### src/rtl/eirq_pkg.sv
package eirq_pkg;

   typedef enum logic [1:0] {
      TRIG_HIGH = 2'b00,
      TRIG_LOW  = 2'b01,
      TRIG_RISE = 2'b10,
      TRIG_FALL = 2'b11
   } trig_e;

   localparam int BIT_PEND = 0;
   localparam int BIT_CSEL = 4;
   localparam int BIT_EN   = 5;
   localparam int TRIG_LSB = 6;

   typedef struct packed {
      trig_e trig;
      logic  en;
      logic  csel;
      logic  pend;
   } line_ctl_t;

   function automatic logic [7:0] pack_field(line_ctl_t c);
      return {c.trig, c.en, c.csel, 3'b000, c.pend};
   endfunction

endpackage

### src/rtl/eirq_sync.sv
module eirq_sync #(
   parameter int STAGES = 2
) (
   input  logic clk,
   input  logic rst_n,
   input  logic d,
   output logic q
);
   if (STAGES < 2) begin : g_bad_stages
      $error("eirq_sync: STAGES must be at least 2");
   end

   logic [STAGES-1:0] chain_q;

   always_ff @(posedge clk or negedge rst_n) begin
      if (!rst_n) chain_q <= '0;
      else        chain_q <= {chain_q[STAGES-2:0], d};
   end

   assign q = chain_q[STAGES-1];
endmodule

### src/rtl/eirq_line.sv
module eirq_line
   import eirq_pkg::*;
#(
   parameter int FIELD_W = 8
) (
   input  logic               clk,
   input  logic               rst_n,
   input  logic               pin_s,
   input  logic               wr_stb,
   input  logic [FIELD_W-1:0] wr_byte,
   output logic [FIELD_W-1:0] field_q,
   output logic               irq_o
);
   if (FIELD_W != 8) begin : g_bad_field
      $error("eirq_line: FIELD_W must be 8");
   end

   line_ctl_t ctl_q;
   logic      prev_q;
   logic      pulse_q;
   logic      rise, fall, evt, clr, edge_mode, lvl;
   logic      unused_wr;

   assign unused_wr = ^wr_byte[3:1];

   assign rise      = pin_s & ~prev_q;
   assign fall      = ~pin_s & prev_q;
   assign edge_mode = ctl_q.trig[1];
   assign lvl       = pin_s ^ (ctl_q.trig == TRIG_LOW);
   assign clr       = wr_stb & wr_byte[BIT_PEND];

   always_comb begin
      unique case (ctl_q.trig)
         TRIG_RISE: evt = ctl_q.en & rise;
         TRIG_FALL: evt = ctl_q.en & fall;
         default:   evt = 1'b0;
      endcase
   end

   always_ff @(posedge clk or negedge rst_n) begin
      if (!rst_n) begin
         ctl_q   <= '0;
         prev_q  <= 1'b0;
         pulse_q <= 1'b0;
      end else begin
         prev_q     <= pin_s;
         pulse_q    <= evt & ~ctl_q.pend;
         ctl_q.pend <= (ctl_q.pend & ~clr) | evt;
         if (wr_stb) begin
            ctl_q.trig <= trig_e'(wr_byte[TRIG_LSB +: 2]);
            ctl_q.en   <= wr_byte[BIT_EN];
            ctl_q.csel <= wr_byte[BIT_CSEL];
         end
      end
   end

   assign field_q = pack_field(ctl_q);
   assign irq_o   = ctl_q.en & (edge_mode ? pulse_q : lvl);


   masked_no_pend_chk: assert property (@(posedge clk) disable iff (!rst_n)
      $rose(ctl_q.pend) |-> $past(ctl_q.en));

   pend_sticky_chk: assert property (@(posedge clk) disable iff (!rst_n)
      (ctl_q.pend && !clr) |=> ctl_q.pend);

   pulse_single_chk: assert property (@(posedge clk) disable iff (!rst_n)
      pulse_q |=> !pulse_q);

   pulse_on_set_chk: assert property (@(posedge clk) disable iff (!rst_n)
      pulse_q |-> $rose(ctl_q.pend));

   field_zero_bits_chk: assert property (@(posedge clk) disable iff (!rst_n)
      field_q[3:1] == 3'b000);
endmodule

### src/rtl/ext_irq_conditioner.sv
module ext_irq_conditioner
   import eirq_pkg::*;
#(
   parameter int                NUM_LINES   = 3,
   parameter int                DATA_W      = 32,
   parameter int                FIELD_W     = 8,
   parameter int                ADDR_W      = 12,
   parameter int                SYNC_STAGES = 2,
   parameter bit                SHARED_WORD = 1'b1,
   parameter logic [ADDR_W-1:0] OFS_LINE0   = 'h000,
   parameter logic [ADDR_W-1:0] OFS_LINE1   = 'h328,
   parameter logic [ADDR_W-1:0] OFS_LINE2   = 'h32C
) (
   input  logic                 clk,
   input  logic                 rst_n,
   input  logic [NUM_LINES-1:0] ext_pin,
   input  logic [ADDR_W-1:0]    bus_addr,
   input  logic                 bus_wr,
   input  logic [DATA_W/8-1:0]  bus_be,
   input  logic [DATA_W-1:0]    bus_wdata,
   output logic [DATA_W-1:0]    bus_rdata,
   output logic [NUM_LINES-1:0] irq_out
);
   localparam int BE_W = DATA_W / 8;
   localparam logic [ADDR_W-1:0] LINE_OFS [3] = '{OFS_LINE0, OFS_LINE1, OFS_LINE2};

   if (NUM_LINES != 3) begin : g_bad_lines
      $error("ext_irq_conditioner: exactly three lines are supported");
   end
   if (DATA_W != 32 || FIELD_W != 8) begin : g_bad_width
      $error("ext_irq_conditioner: DATA_W must be 32 and FIELD_W 8");
   end
   if (ADDR_W < 10) begin : g_bad_addr
      $error("ext_irq_conditioner: ADDR_W too small for line offsets");
   end

   logic [NUM_LINES-1:0] pin_s;
   logic [NUM_LINES-1:0] wr_stb;
   logic [FIELD_W-1:0]   wr_byte [NUM_LINES];
   logic [FIELD_W-1:0]   field   [NUM_LINES];
   logic                 unused_bus;

   assign unused_bus = ^{bus_wdata, bus_be};

   for (genvar i = 0; i < NUM_LINES; i++) begin : g_line
      eirq_sync #(.STAGES(SYNC_STAGES)) u_sync (
         .clk   (clk),
         .rst_n (rst_n),
         .d     (ext_pin[i]),
         .q     (pin_s[i])
      );

      if (SHARED_WORD) begin : g_wr_packed
         localparam int LANE = NUM_LINES - 1 - i;
         assign wr_stb[i]  = bus_wr && (bus_addr == OFS_LINE0) && bus_be[LANE];
         assign wr_byte[i] = bus_wdata[LANE*FIELD_W +: FIELD_W];
      end else begin : g_wr_split
         assign wr_stb[i]  = bus_wr && (bus_addr == LINE_OFS[i]) && bus_be[0];
         assign wr_byte[i] = bus_wdata[FIELD_W-1:0];
      end

      eirq_line #(.FIELD_W(FIELD_W)) u_line (
         .clk     (clk),
         .rst_n   (rst_n),
         .pin_s   (pin_s[i]),
         .wr_stb  (wr_stb[i]),
         .wr_byte (wr_byte[i]),
         .field_q (field[i]),
         .irq_o   (irq_out[i])
      );
   end

   if (SHARED_WORD) begin : g_rd_packed
      always_comb begin
         bus_rdata = '0;
         if (bus_addr == OFS_LINE0) begin
            for (int i = 0; i < NUM_LINES; i++) begin
               bus_rdata[(NUM_LINES-1-i)*FIELD_W +: FIELD_W] = field[i];
            end
         end
      end
   end else begin : g_rd_split
      always_comb begin
         bus_rdata = '0;
         for (int i = 0; i < NUM_LINES; i++) begin
            if (bus_addr == LINE_OFS[i]) bus_rdata[FIELD_W-1:0] = field[i];
         end
      end
   end


   reset_quiet_chk: assert property (@(posedge clk)
      $rose(rst_n) |-> (irq_out == '0));

   top_byte_zero_chk: assert property (@(posedge clk) disable iff (!rst_n)
      bus_rdata[DATA_W-1 -: 8] == 8'h00);

   masked_line_chk: assert property (@(posedge clk) disable iff (!rst_n)
      !(wr_stb[0] || field[0][BIT_EN]) |=> !irq_out[0]);
   initial begin
      be_width_chk: assert (BE_W * 8 == DATA_W);
   end
endmodule

### config.mk
export PLATFORM = sky130hd
export DESIGN_NAME = ext_irq_conditioner
export DESIGN_NICKNAME = d
export VERILOG_FILES = /design/src/rtl/eirq_pkg.sv /design/src/rtl/eirq_sync.sv /design/src/rtl/eirq_line.sv /design/src/rtl/ext_irq_conditioner.sv
export SDC_FILE = /design/constraint.sdc
export NUM_CORES = 1
export LEC_CHECK = 0
export CELL_PAD_IN_SITES_DETAIL_PLACEMENT = 0
export CELL_PAD_IN_SITES_GLOBAL_PLACEMENT = 1
export CORE_MARGIN = 3
export CORE_UTILIZATION = 28
export DETAILED_ROUTE_END_ITERATION = 16
export GPL_TIMING_DRIVEN = 0
export PLACE_DENSITY = 0.82
export SLEW_MARGIN = 25
export SYNTH_ARGS = -nofsm -noshare
export SYNTH_HDL_FRONTEND = slang
export SYNTH_SLANG_ARGS = --single-unit
export TNS_END_PERCENT = 30
### constraint.sdc
create_clock -name clk -period 3.6 [get_ports clk]
set_input_delay 0.9 -clock clk [delete_from_list [all_inputs] [get_ports clk]]
set_output_delay 0.9 -clock clk [all_outputs]
set_load 0.01 [all_outputs]
==> results.json, run 1 <==
{
  "status": "complete, no violations",
  "cts.htree.levels": 1,
  "critical_path_required_ps": 2700,
  "crit_start": "bus_addr[5]",
  "ir_drop_mv": 0.135,
  "p_clk_share_pct": 31.1,
  "nets": 250,
  "drive_above_1_share_pct": 25.1,
  "setup_slack_ps": 230,
  "cp.arrival_ps": 2470,
  "pwr-share-seq_pct": 54.4,
  "viasPerCell": 4.02,
  "pre_cts_ws_ps": -398,
  "grtUsageTotal_pct": 11.2,
  "drc": 0,
  "wire_per_inst_um": 11.9,
  "grt_remaining_overflow": 0,
  "switchingPower_uw": 133,
  "ys_seq_elements": 27,
  "grt_max_degree": 28,
  "min_period_ps": 3370,
  "yosysSeqAreaShare_pct": 48.0,
  "synth_cell_types": 23,
  "critPathMaxFanout": 10,
  "hp-start": "g_line[2].u_sync.chain_q[0]$_DFF_PN0_",
  "placed_cells": 254,
  "fin_cells": 262,
  "globalplace.congestion": 0.675,
  "cts_hold_buf": 0,
  "cts.sinks": 27,
  "multi_input_area_sq_um": 633,
  "hold_viol": 0,
  "reg2reg_from": "g_line[0].u_line.field_q[6]$_DFFE_PN0P_",
  "die_w_um": 76.9,
  "clk_pin_slew_ps": 100,
  "combPwrFrac_pct": 14.4,
  "fin_area_sq_mm": 0.00214,
  "regToRegSetupSlack_ps": 2600,
  "drtPass1Iterations": 4,
  "startpoint_type": "input pin",
  "cts_root_buf": "clkbuf_8",
  "drv_cap": 0,
  "placed_area_sq_mm": 0.00208,
  "start_util_pct": 29.4,
  "numCtsBuffers": 3,
  "wl_mm": 3.13,
  "r2r_cells": 3,
  "rsz0062_at_grt": "false",
  "drt_iter0_markers": 28,
  "antenna_found_initial": 0,
  "syn_avg_cell_area_sq_um": 11.9,
  "final_common_cell": "clkdlybuf4s50_1",
  "dieArea_sq_mm": 0.00591,
  "finalSetupViolCount": 0,
  "min_path_cells": 0,
  "tritoncts": "yes",
  "syn_area_sq_mm": 0.00141,
  "critPathCaptureType": "output port",
  "dp_hpwl_mm": 2.40,
  "num_vias": 1053,
  "final_cell_mix": "clkdlybuf4s50_1 (37), dfrtp_1 (27), buf_4 (24)",
  "clk_latency_ps": 270,
  "max_freq_mhz": 297,
  "rows": 25,
  "n_fill_cell": 463,
  "antennaDiodeCount": 0,
  "register_area_sq_um": 676,
  "min_period_over_period_pct": 93.6,
  "grt_pass1_vias": 1065,
  "p_leak_uw": 0.00107,
  "syn-instance-count": 118,
  "die_y_um": 76.9,
  "fin_tns_setup_ps": 0,
  "area_growth_pct": 52.1,
  "ant_nets": 0,
  "place.port_buffers": 53,
  "ios": 89,
  "relSlewSlack_pct": 58.1,
  "intPower_uw": 439,
  "core_sq_mm": 0.00479,
  "tightest_slew_ps": 628,
  "ys_warn_count": 0,
  "grt_pass1_wl_mm": 5.26,
  "crit_type": "input pin to output port",
  "drv_slew": 0,
  "skew_ps": 2.71,
  "hold_class": "flop to flop",
  "p_per_area_mw_per_mm2": 267,
  "clockBufferDepth": 2,
  "netSwitchingFraction_pct": 23.3
}
repair_timing:
item                       in CTS  in global routing
buffers inserted                4                  0
resized for setup              16                  0
setup endpoints to repair      15                  0
cells in the mapped netlist:
| cell | instances | area share [%] |
|---|---|---|
| a21oi_1 | 1 | 0.36 |
| and2_1 | 19 | 8.5 |
| and3_1 | 3 | 1.3 |
| and3_2 | 1 | 0.53 |
| and3b_1 | 1 | 0.62 |
| buf_4 | 20 | 11 |
| buf_6 | 1 | 0.80 |
| conb_1 | 1 | 0.27 |
| dfrtp_1 | 27 | 48 |
| mux2_2 | 12 | 9.6 |
| mux2i_1 | 2 | 1.4 |
| nand2_1 | 4 | 1.1 |
| nand2b_1 | 2 | 0.89 |
| nand4_1 | 3 | 1.3 |
| nand4_2 | 3 | 2.7 |
| nor2_1 | 1 | 0.27 |
| nor2b_1 | 4 | 1.8 |
| nor3_1 | 3 | 1.1 |
| nor4_4 | 3 | 4.5 |
| o21ai_0 | 1 | 0.36 |
| o2bb2ai_1 | 3 | 1.9 |
| o311a_1 | 2 | 1.4 |
| xnor2_1 | 1 | 0.62 |
metrics by stage:
stage	util, %	power (uW)	hold slack (ps)
after global placement	43.5	398	332
after global routing	44.7	603	365
after CTS	44.7	581	358
final	44.7	572	357
after detailed placement	43.4	399	335
after floorplan	-	348	331
flip-flops by register name, indices dropped and copies added (netlist names):
signal / flops
g_line.u_line.prev_q: 3
g_line.u_sync.chain_q: 6
g_line.u_line.pulse_q: 3
g_line.u_line.field_q: 15
worst paths after layout:
path | endpoint
setup / recovery | bus_rdata[16]
hold / removal | g_line[2].u_sync.chain_q[1]$_DFF_PN0_
setup reg to reg | g_line[0].u_line.pulse_q$_DFF_PN0_
hold reg to reg | g_line[2].u_sync.chain_q[1]$_DFF_PN0_
max in group asynchronous | g_line[1].u_line.field_q[6]$_DFFE_PN0P_
min in group asynchronous | g_line[2].u_sync.chain_q[0]$_DFF_PN0_
worst max-delay path, cell delays in order:
cell	delay (ps)
clkdlybuf4s50_1	450
nor4_4	340
and3_4	240
buf_6	140
and2_1	140
dlygate4sd2_1	270
routing by layer:
metal | share of wire [%] | track usage [%] | routed length, um | vias to the layer above
li1 | - | - | - | 529
met1 | 46 | 15.0 | 1430 | 477
met2 | 45 | 17.2 | 1390 | 45
met3 | 9.1 | 3.76 | 285 | 2
met4 | 0.54 | 3.26 | 17 | 0
met5 | 0 | 0 | 0 | -
power groups by stage:
stage / logic (uW) / registers (uW) / clock network [uW]
after floorplan: 31.5 / 317 / 0
after global placement: 81.1 / 317 / 0
after detailed placement: 81.3 / 317 / 0
after CTS: 83.1 / 311 / 186
after global routing: 90.5 / 312 / 201
final: 82.6 / 311 / 178
cell type report:
cell class              instances  area share (%)
repair buffers                 57            25.1
clock buffers                   3            1.93
plain buffers                  21            7.54
flip-flops and latches         27            31.6
well taps                      67            3.92
multi-input cells              86            29.6
clock inverters                 1           0.351
cell families (layout without fill, tap and decap cells):
family	count (synthesis)	after routing	share of synthesized area (%)
AOI/OAI and AO/OA	7	7	4.00
other	1	17	0.267
and+or+nand+nor	47	47	24.6
muxes	14	14	11.0
xor gates and xnor gates	1	1	0.623
DFF	27	27	48.0
buffers and inverters	21	82	11.5
No activity file was read; power rests on OpenSTA's default activity.
==> inputs of run 2 (changes only) <==
Settings changed: CORE_UTILIZATION 28 to 31, PLACE_DENSITY 0.82 to 0.83, SYNTH_HIERARCHICAL from default to 1.
==> run 2 against run 1 <==
Worst setup slack lost 120 ps. Combinational power grew 8.2%. Sequential share of layout area shrank 3.1 points. Wire length grew 13%. Critical endpoint is now bus_rdata[14]. Largest cell class is now multi-input combinational cells.
==> results.json, run 2 <==
{
  "top_layer": "met4",
  "syn-instance-count": 159,
  "drv_slew": 0,
  "globalplace.congestion": 0.742,
  "synth.largest_area_cell": "dfrtp_1",
  "tightest_slew_ps": 722,
  "clockBufferDepth": 2,
  "ir_drop_mv": 0.167,
  "syn_avg_cell_area_sq_um": 10.7,
  "final_cell_mix": "clkdlybuf4s50_1 (37), dfrtp_1 (27), inv_1 (24)",
  "placed_cells": 295,
  "cts.htree.levels": 1,
  "die_y_um": 80.1,
  "reg2reg_from": "g_line[0].u_line/field_q[6]$_DFFE_PN0P_",
  "yosysSeqAreaShare_pct": 39.6,
  "area_growth_pct": 39.3,
  "relSlewSlack_pct": 51.4,
  "largest_reg_flops": 15,
  "wl_mm": 3.55,
  "skew_ps": 7.67,
  "finalSetupViolCount": 0,
  "antenna_found_initial": 0,
  "drt_iter0_markers": 53,
  "max_freq_mhz": 287,
  "drtPass1Iterations": 4,
  "p_total_uw": 574,
  "rows": 26,
  "tritoncts": "yes",
  "ant_nets": 0,
  "crit_start": "bus_addr[0]",
  "dp_hpwl_mm": 2.80,
  "numCtsBuffers": 3,
  "grtUsageTotal_pct": 10.8,
  "fin_area_sq_mm": 0.00237,
  "yosys-top-cells-count": "dfrtp_1 (27), inv_1 (24), nor4_2 (18)",
  "viasPerCell": 4.16,
  "hp-start": "g_line[2].u_sync/chain_q[0]$_DFF_PN0_",
  "min_period_over_period_pct": 96.9,
  "cts_hold_buf": 0,
  "start_util_pct": 32.7,
  "placed_area_sq_mm": 0.00237,
  "die_w_um": 80.1,
  "p_leak_uw": 0.00104,
  "crit_type": "input pin to output port",
  "cp.arrival_ps": 2590,
  "drive_above_1_share_pct": 37.6,
  "num_vias": 1244,
  "grt_pass1_vias": 1196,
  "holdWs_ps": 355,
  "clk_pin_slew_ps": 90,
  "synth_ff_type": "dfrtp_1",
  "synth_most_common_cell": "dfrtp_1",
  "wl_met1_mm": 1.62,
  "grt_max_degree": 28,
  "drv_cap": 0,
  "wire_per_inst_um": 11.9,
  "grt_pass1_wl_mm": 5.60,
  "startpoint_type": "input pin",
  "critPathCaptureType": "output port",
  "p_per_area_mw_per_mm2": 242,
  "antennaDiodeCount": 0,
  "critical_path_required_ps": 2700,
  "status": "complete, no violations",
  "ios": 89,
  "synth_cell_types": 21,
  "synth_edf_count": 0,
  "nets": 284,
  "critPathMaxFanout": 10,
  "fin_cells": 299,
  "cts_root_buf": "clkbuf_8",
  "hold_class": "flop to flop",
  "synthTopCellsByArea": "dfrtp_1 (40%), nor4_2 (13%), mux2_2 (7.9%)",
  "ys_seq_elements": 27,
  "ys_warn_count": 6,
  "synth.top_cell.area_share_pct": 39.6,
  "min_period_ps": 3490,
  "core_sq_mm": 0.00520,
  "wl_met3_um": 226,
  "place.port_buffers": 53,
  "syn_area_sq_mm": 0.00170,
  "dieArea_sq_mm": 0.00642,
  "n_fill_cell": 519,
  "cts.sinks": 27,
  "wl_met2_mm": 1.67,
  "final_common_cell": "clkdlybuf4s50_1",
  "hold_viol": 0,
  "async_reset_ff_share_pct": 100,
  "final_core_util_pct": 45.6,
  "clk_latency_ps": 270,
  "drc": 0,
  "rsz0062_at_grt": "false",
  "grt_remaining_overflow": 0
}
[run 2: cell types whose count changed after synthesis, sizes merged, moves of 4 or more]
| cell | change |
|---|---|
| nand2 | +11 |
| and2 | -16 |
| nand4 | -6 |
| nor4 | +24 |
| buf | +5 |
| inv | +24 |
| nor2b | -4 |
| and3 | -4 |
[run 2: final cells by class]
type	count	area, sq um	area share, %
clock buffers	3	41.3	1.74
flip-flops and latches	27	676	28.5
well taps	70	87.6	3.69
plain buffers	26	229	9.65
clock inverters	1	7.51	0.316
inverters	24	90.1	3.80
repair buffers	53	458	19.3
multi-input cells	95	785	33.1
[run 2: worst paths after layout]
| path | to | slack [ps] | cells after the start |
|---|---|---|---|
| worst max-delay path | bus_rdata[14] | 110 | 6 |
| worst min-delay path | g_line[2].u_sync/chain_q[1]$_DFF_PN0_ | 350 | 0 |
| worst max register to register | g_line[0].u_line/field_q[0]$_DFF_PN0_ | 2580 | 3 |
| worst min register to register | g_line[2].u_sync/chain_q[1]$_DFF_PN0_ | 350 | 0 |
| max in group asynchronous | g_line[2].u_line/field_q[5]$_DFFE_PN0P_ | 2570 | 1 |
| min in group asynchronous | g_line[0].u_line/field_q[4]$_DFFE_PN0P_ | 630 | 1 |
[run 2: metal layers]
layer | global-route usage (%) | vias up
li1 | - | 634
met1 | 14.3 | 572
met2 | 18.4 | 36
met3 | 1.68 | 2
met4 | 2.53 | 0
met5 | 0 | -
[run 2: stage by stage]
| step | setup TNS (ps) | worst slack (ps) |
|---|---|---|
| after floorplan | 0 | 654 |
| after global placement | -4090 | -334 |
| after detailed placement | -4010 | -339 |
| after CTS | 0 | 4.70 |
| after global routing | 0 | 15.7 |
| final | 0 | 112 |
[run 2: logic make-up (layout without fill, tap and decap cells)]
logic type | Yosys count | count (layout) | share of synthesized area, %
AOI/OAI and AO/OA | 6 | 6 | 3.08
xor gates and xnor gates | 3 | 3 | 1.54
buffers and inverters | 50 | 107 | 18.3
DFF | 27 | 27 | 39.6
muxes | 12 | 12 | 7.93
other | 4 | 17 | 0.881
and+or+nand+nor | 57 | 57 | 28.6
[run 2: critical path: stages]
cell	delay (ps)
clkdlybuf4s50_1	410
or4_1	510
buf_4	190
buf_6	160
nor4_2	230
buf_2	180
[run 2: power by group]
part | internal (uW) | switching, uW | leakage (uW)
combinational | 55.5 | 33.9 | 0.000674
sequential | 309 | 3.60 | 0.000341
clock | 78.4 | 93.9 | 0.0000217
[run 2: repair_timing]
item | in CTS | in global routing
setup buffers | 0 | 0
pin swaps | 0 | 0
resized for setup | 26 | 25
hold endpoints to repair | 0 | 0
endpoints found under the setup margin | 15 | 12
==> inputs of run 3 (changes only) <==
Settings changed: ABC_AREA from default to 1, CORE_UTILIZATION 31 to 27, PLACE_DENSITY 0.83 to 0.82, RECOVER_POWER from default to 100.
==> run 3 against run 2 <==
Utilization down 3.7 points. Power shrank 4.1%. Worst hold slack lost 0.75 ps. Die area down 0.65%.
==> results.json, run 3 <==
{
  "yosys-top-cells-count": "nor2_1 (41), inv_1 (36), dfrtp_1 (27)",
  "drc": 0,
  "die_y_um": 79.9,
  "synth_most_common_cell": "nor2_1",
  "grt_pass1_wl_mm": 5.18,
  "antenna_found_initial": 0,
  "dp_hpwl_mm": 2.47,
  "min_period_ps": 3460,
  "num_vias": 1228,
  "regToRegSetupSlack_ps": 2710,
  "ys_seq_elements": 27,
  "place.port_buffers": 53,
  "startpoint_type": "input pin",
  "final_cell_mix": "nor2_1 (41), clkdlybuf4s50_1 (37), inv_1 (36)",
  "synth.top_cell.area_share_pct": 45.8,
  "clk_latency_ps": 270,
  "final_common_cell": "nor2_1",
  "antennaDiodeCount": 0,
  "nets": 310,
  "cp.arrival_ps": 2560,
  "drt_iter0_markers": 10,
  "combPwrFrac_pct": 12.8,
  "pwr-share-seq_pct": 56.7,
  "fin_tns_setup_ps": 0,
  "critical_path_required_ps": 2700,
  "grtUsageTotal_pct": 10.2,
  "rows": 26,
  "syn_avg_cell_area_sq_um": 7.97,
  "synth_edf_count": 0,
  "relSlewSlack_pct": 6.68,
  "cts.htree.levels": 1,
  "ir_drop_mv": 0.132,
  "ios": 89,
  "timing.hold.worst_endpoint": "g_line[1].u_sync/chain_q[1]$_DFF_PN0_",
  "dieArea_sq_mm": 0.00638,
  "synthTopCellsByArea": "dfrtp_1 (46%), nor2_1 (10%), inv_1 (9.2%)",
  "status": "complete, no violations",
  "crit_chain": "clkdlybuf4s50_1, nor2_1, nand2_1, nor2_4, nand2_4, buf_6, nor2_1, dlygate4sd3_1",
  "hold_class": "flop to flop",
  "largest_reg_flops": 15,
  "worst_path_most_repeated_cell": "nor2_1",
  "viasPerCell": 3.78,
  "p_total_uw": 550,
  "reg2reg_from": "g_line[0].u_line/field_q[6]$_DFFE_PN0P_",
  "intPower_uw": 435,
  "synth_cell_types": 14,
  "multi_input_area_sq_um": 562,
  "synth_ff_type": "dfrtp_1",
  "wire_per_inst_um": 9.24,
  "drv_cap": 0,
  "register_area_sq_um": 676,
  "area_growth_pct": 47.9,
  "top_usage_layer": "met2",
  "cts_resized": 0,
  "postCtsSetupRepairBufs": 0,
  "critPathMaxStageDelay_ps": 600,
  "reg2reg_to": "g_line[0].u_line/pulse_q$_DFF_PN0_",
  "async_reset_ff_share_pct": 100,
  "cts.sinks": 27,
  "drive_above_1_share_pct": 16.9,
  "tightest_slew_ps": 1400,
  "grt_max_degree": 28,
  "core_sq_mm": 0.00520,
  "critPathCaptureType": "output port",
  "hp-start": "g_line[1].u_sync/chain_q[0]$_DFF_PN0_",
  "drtPass1Iterations": 4,
  "n_fill_cell": 560,
  "rsz0062_at_grt": "false",
  "syn-instance-count": 185,
  "hold_viol": 0,
  "min_path_cells": 0,
  "crit_slowest_cell": "dlygate4sd3_1",
  "clockBufferDepth": 2,
  "synth.largest_area_cell": "dfrtp_1",
  "grt_remaining_overflow": 0,
  "drv_slew": 0,
  "syn_area_sq_mm": 0.00147,
  "numCtsBuffers": 3,
  "ys_warn_count": 6,
  "netSwitchingFraction_pct": 21.0,
  "yosysSeqAreaShare_pct": 45.8,
  "clk_pin_slew_ps": 80,
  "skew_ps": 6.20,
  "r2r_cells": 5,
  "switchingPower_uw": 115,
  "cts_hold_buf": 0,
  "p_clk_share_pct": 30.6,
  "critPathMaxFanout": 10,
  "grt_pass1_vias": 1169,
  "start_util_pct": 28.3,
  "p_per_area_mw_per_mm2": 252,
  "grt.met3_usage_pct": 3.05,
  "cts_root_buf": "clkbuf_8",
  "ant_nets": 0,
  "crit_type": "input pin to output port",
  "wl_mm": 3.00,
  "max_freq_mhz": 289,
  "finalSetupViolCount": 0,
  "grtUsageMet1_pct": 11.7,
  "p_leak_uw": 0.00111,
  "tritoncts": "yes",
  "min_period_over_period_pct": 96.0,
  "die_w_um": 79.9,
  "grtUsageMet2_pct": 18.4,
  "globalplace.congestion": 0.747
}
run 3: changes by cell type after synthesis, sizes merged:
cell | previous run | this run
nor4 | 27 | 0
o211ai | 3 | 0
nand3 | 0 | 7
and3b | 3 | 0
or4 | 3 | 0
buf | 26 | 19
o21ai | 3 | 6
xnor2 | 3 | 0
nor3b | 3 | 0
mux2 | 12 | 9
nand2 | 15 | 24
and2 | 3 | 1
nor2 | 3 | 52
inv | 24 | 36
run 3: metrics by stage:
step | util [%] | hold slack, ps | instances | setup WS [ps] | cell area [sq um]
final | 41.9 | 354 | 325 | 144 | 2180
after global routing | 41.9 | 363 | 325 | 33.6 | 2180
after CTS | 41.9 | 357 | 325 | 172 | 2180
after detailed placement | 41.0 | 336 | 321 | 174 | 2140
after global placement | 41.1 | 333 | 321 | 190 | 2140
after floorplan | - | 331 | 198 | 1130 | 1520
run 3: worst max-delay path, delay by kind of cell:
| kind | cells | cell delay (ps) |
|---|---|---|
| buf+inv | 3 | 1150 |
| simple gates | 5 | 490 |
run 3: worst max-delay path by stage:
| stage | from | end | cells after the start |
|---|---|---|---|
| 4_1_cts | bus_addr[9] | bus_rdata[21] | 8 |
| 3_3_place_gp | bus_addr[7] | bus_rdata[21] | 8 |
| 6_report | bus_addr[9] | bus_rdata[22] | 8 |
| 2_1_floorplan | bus_addr[7] | bus_rdata[13] | 6 |
| 3_5_place_dp | bus_addr[9] | bus_rdata[21] | 8 |
| 5_1_grt | bus_addr[7] | bus_rdata[13] | 8 |
run 3: cells by family (layout without fill, tap and decap cells):
family / count (synthesis) / count (layout) / share of synthesized area, %
AOI/OAI and AO/OA: 6 / 6 / 2.04
buffers and inverters: 55 / 112 / 19.4
DFF: 27 / 27 / 45.8
muxes: 9 / 9 / 6.88
other: 4 / 17 / 1.02
and+or+nand+nor: 84 / 84 / 24.9
run 3: layer usage:
metal	wire length [um]	vias up	part of all wire [%]
met5	0	-	0
met2	1500	42	50
met4	21	0	0.70
li1	-	645	-
met3	277	4	9.2
met1	1210	537	40
run 3: power groups by stage:
stage / Sequential (uW) / Combinational, uW / Clock [uW]
global route: 313 / 78.8 / 193
finish: 312 / 70.2 / 168
detailed placement: 318 / 71.3 / 0
CTS: 312 / 71.4 / 179
floorplan: 317 / 27.5 / 0
global placement: 318 / 71.2 / 0
run 3: final cells by class:
| cell class | count | share of cell area [%] |
|---|---|---|
| repair buffers | 53 | 24.1 |
| inverters | 36 | 6.20 |
| plain buffers | 19 | 6.89 |
| multi-input cells | 116 | 25.8 |
| flip-flops and latches | 27 | 31.0 |
| clock buffers | 4 | 2.07 |
| well taps | 70 | 4.02 |
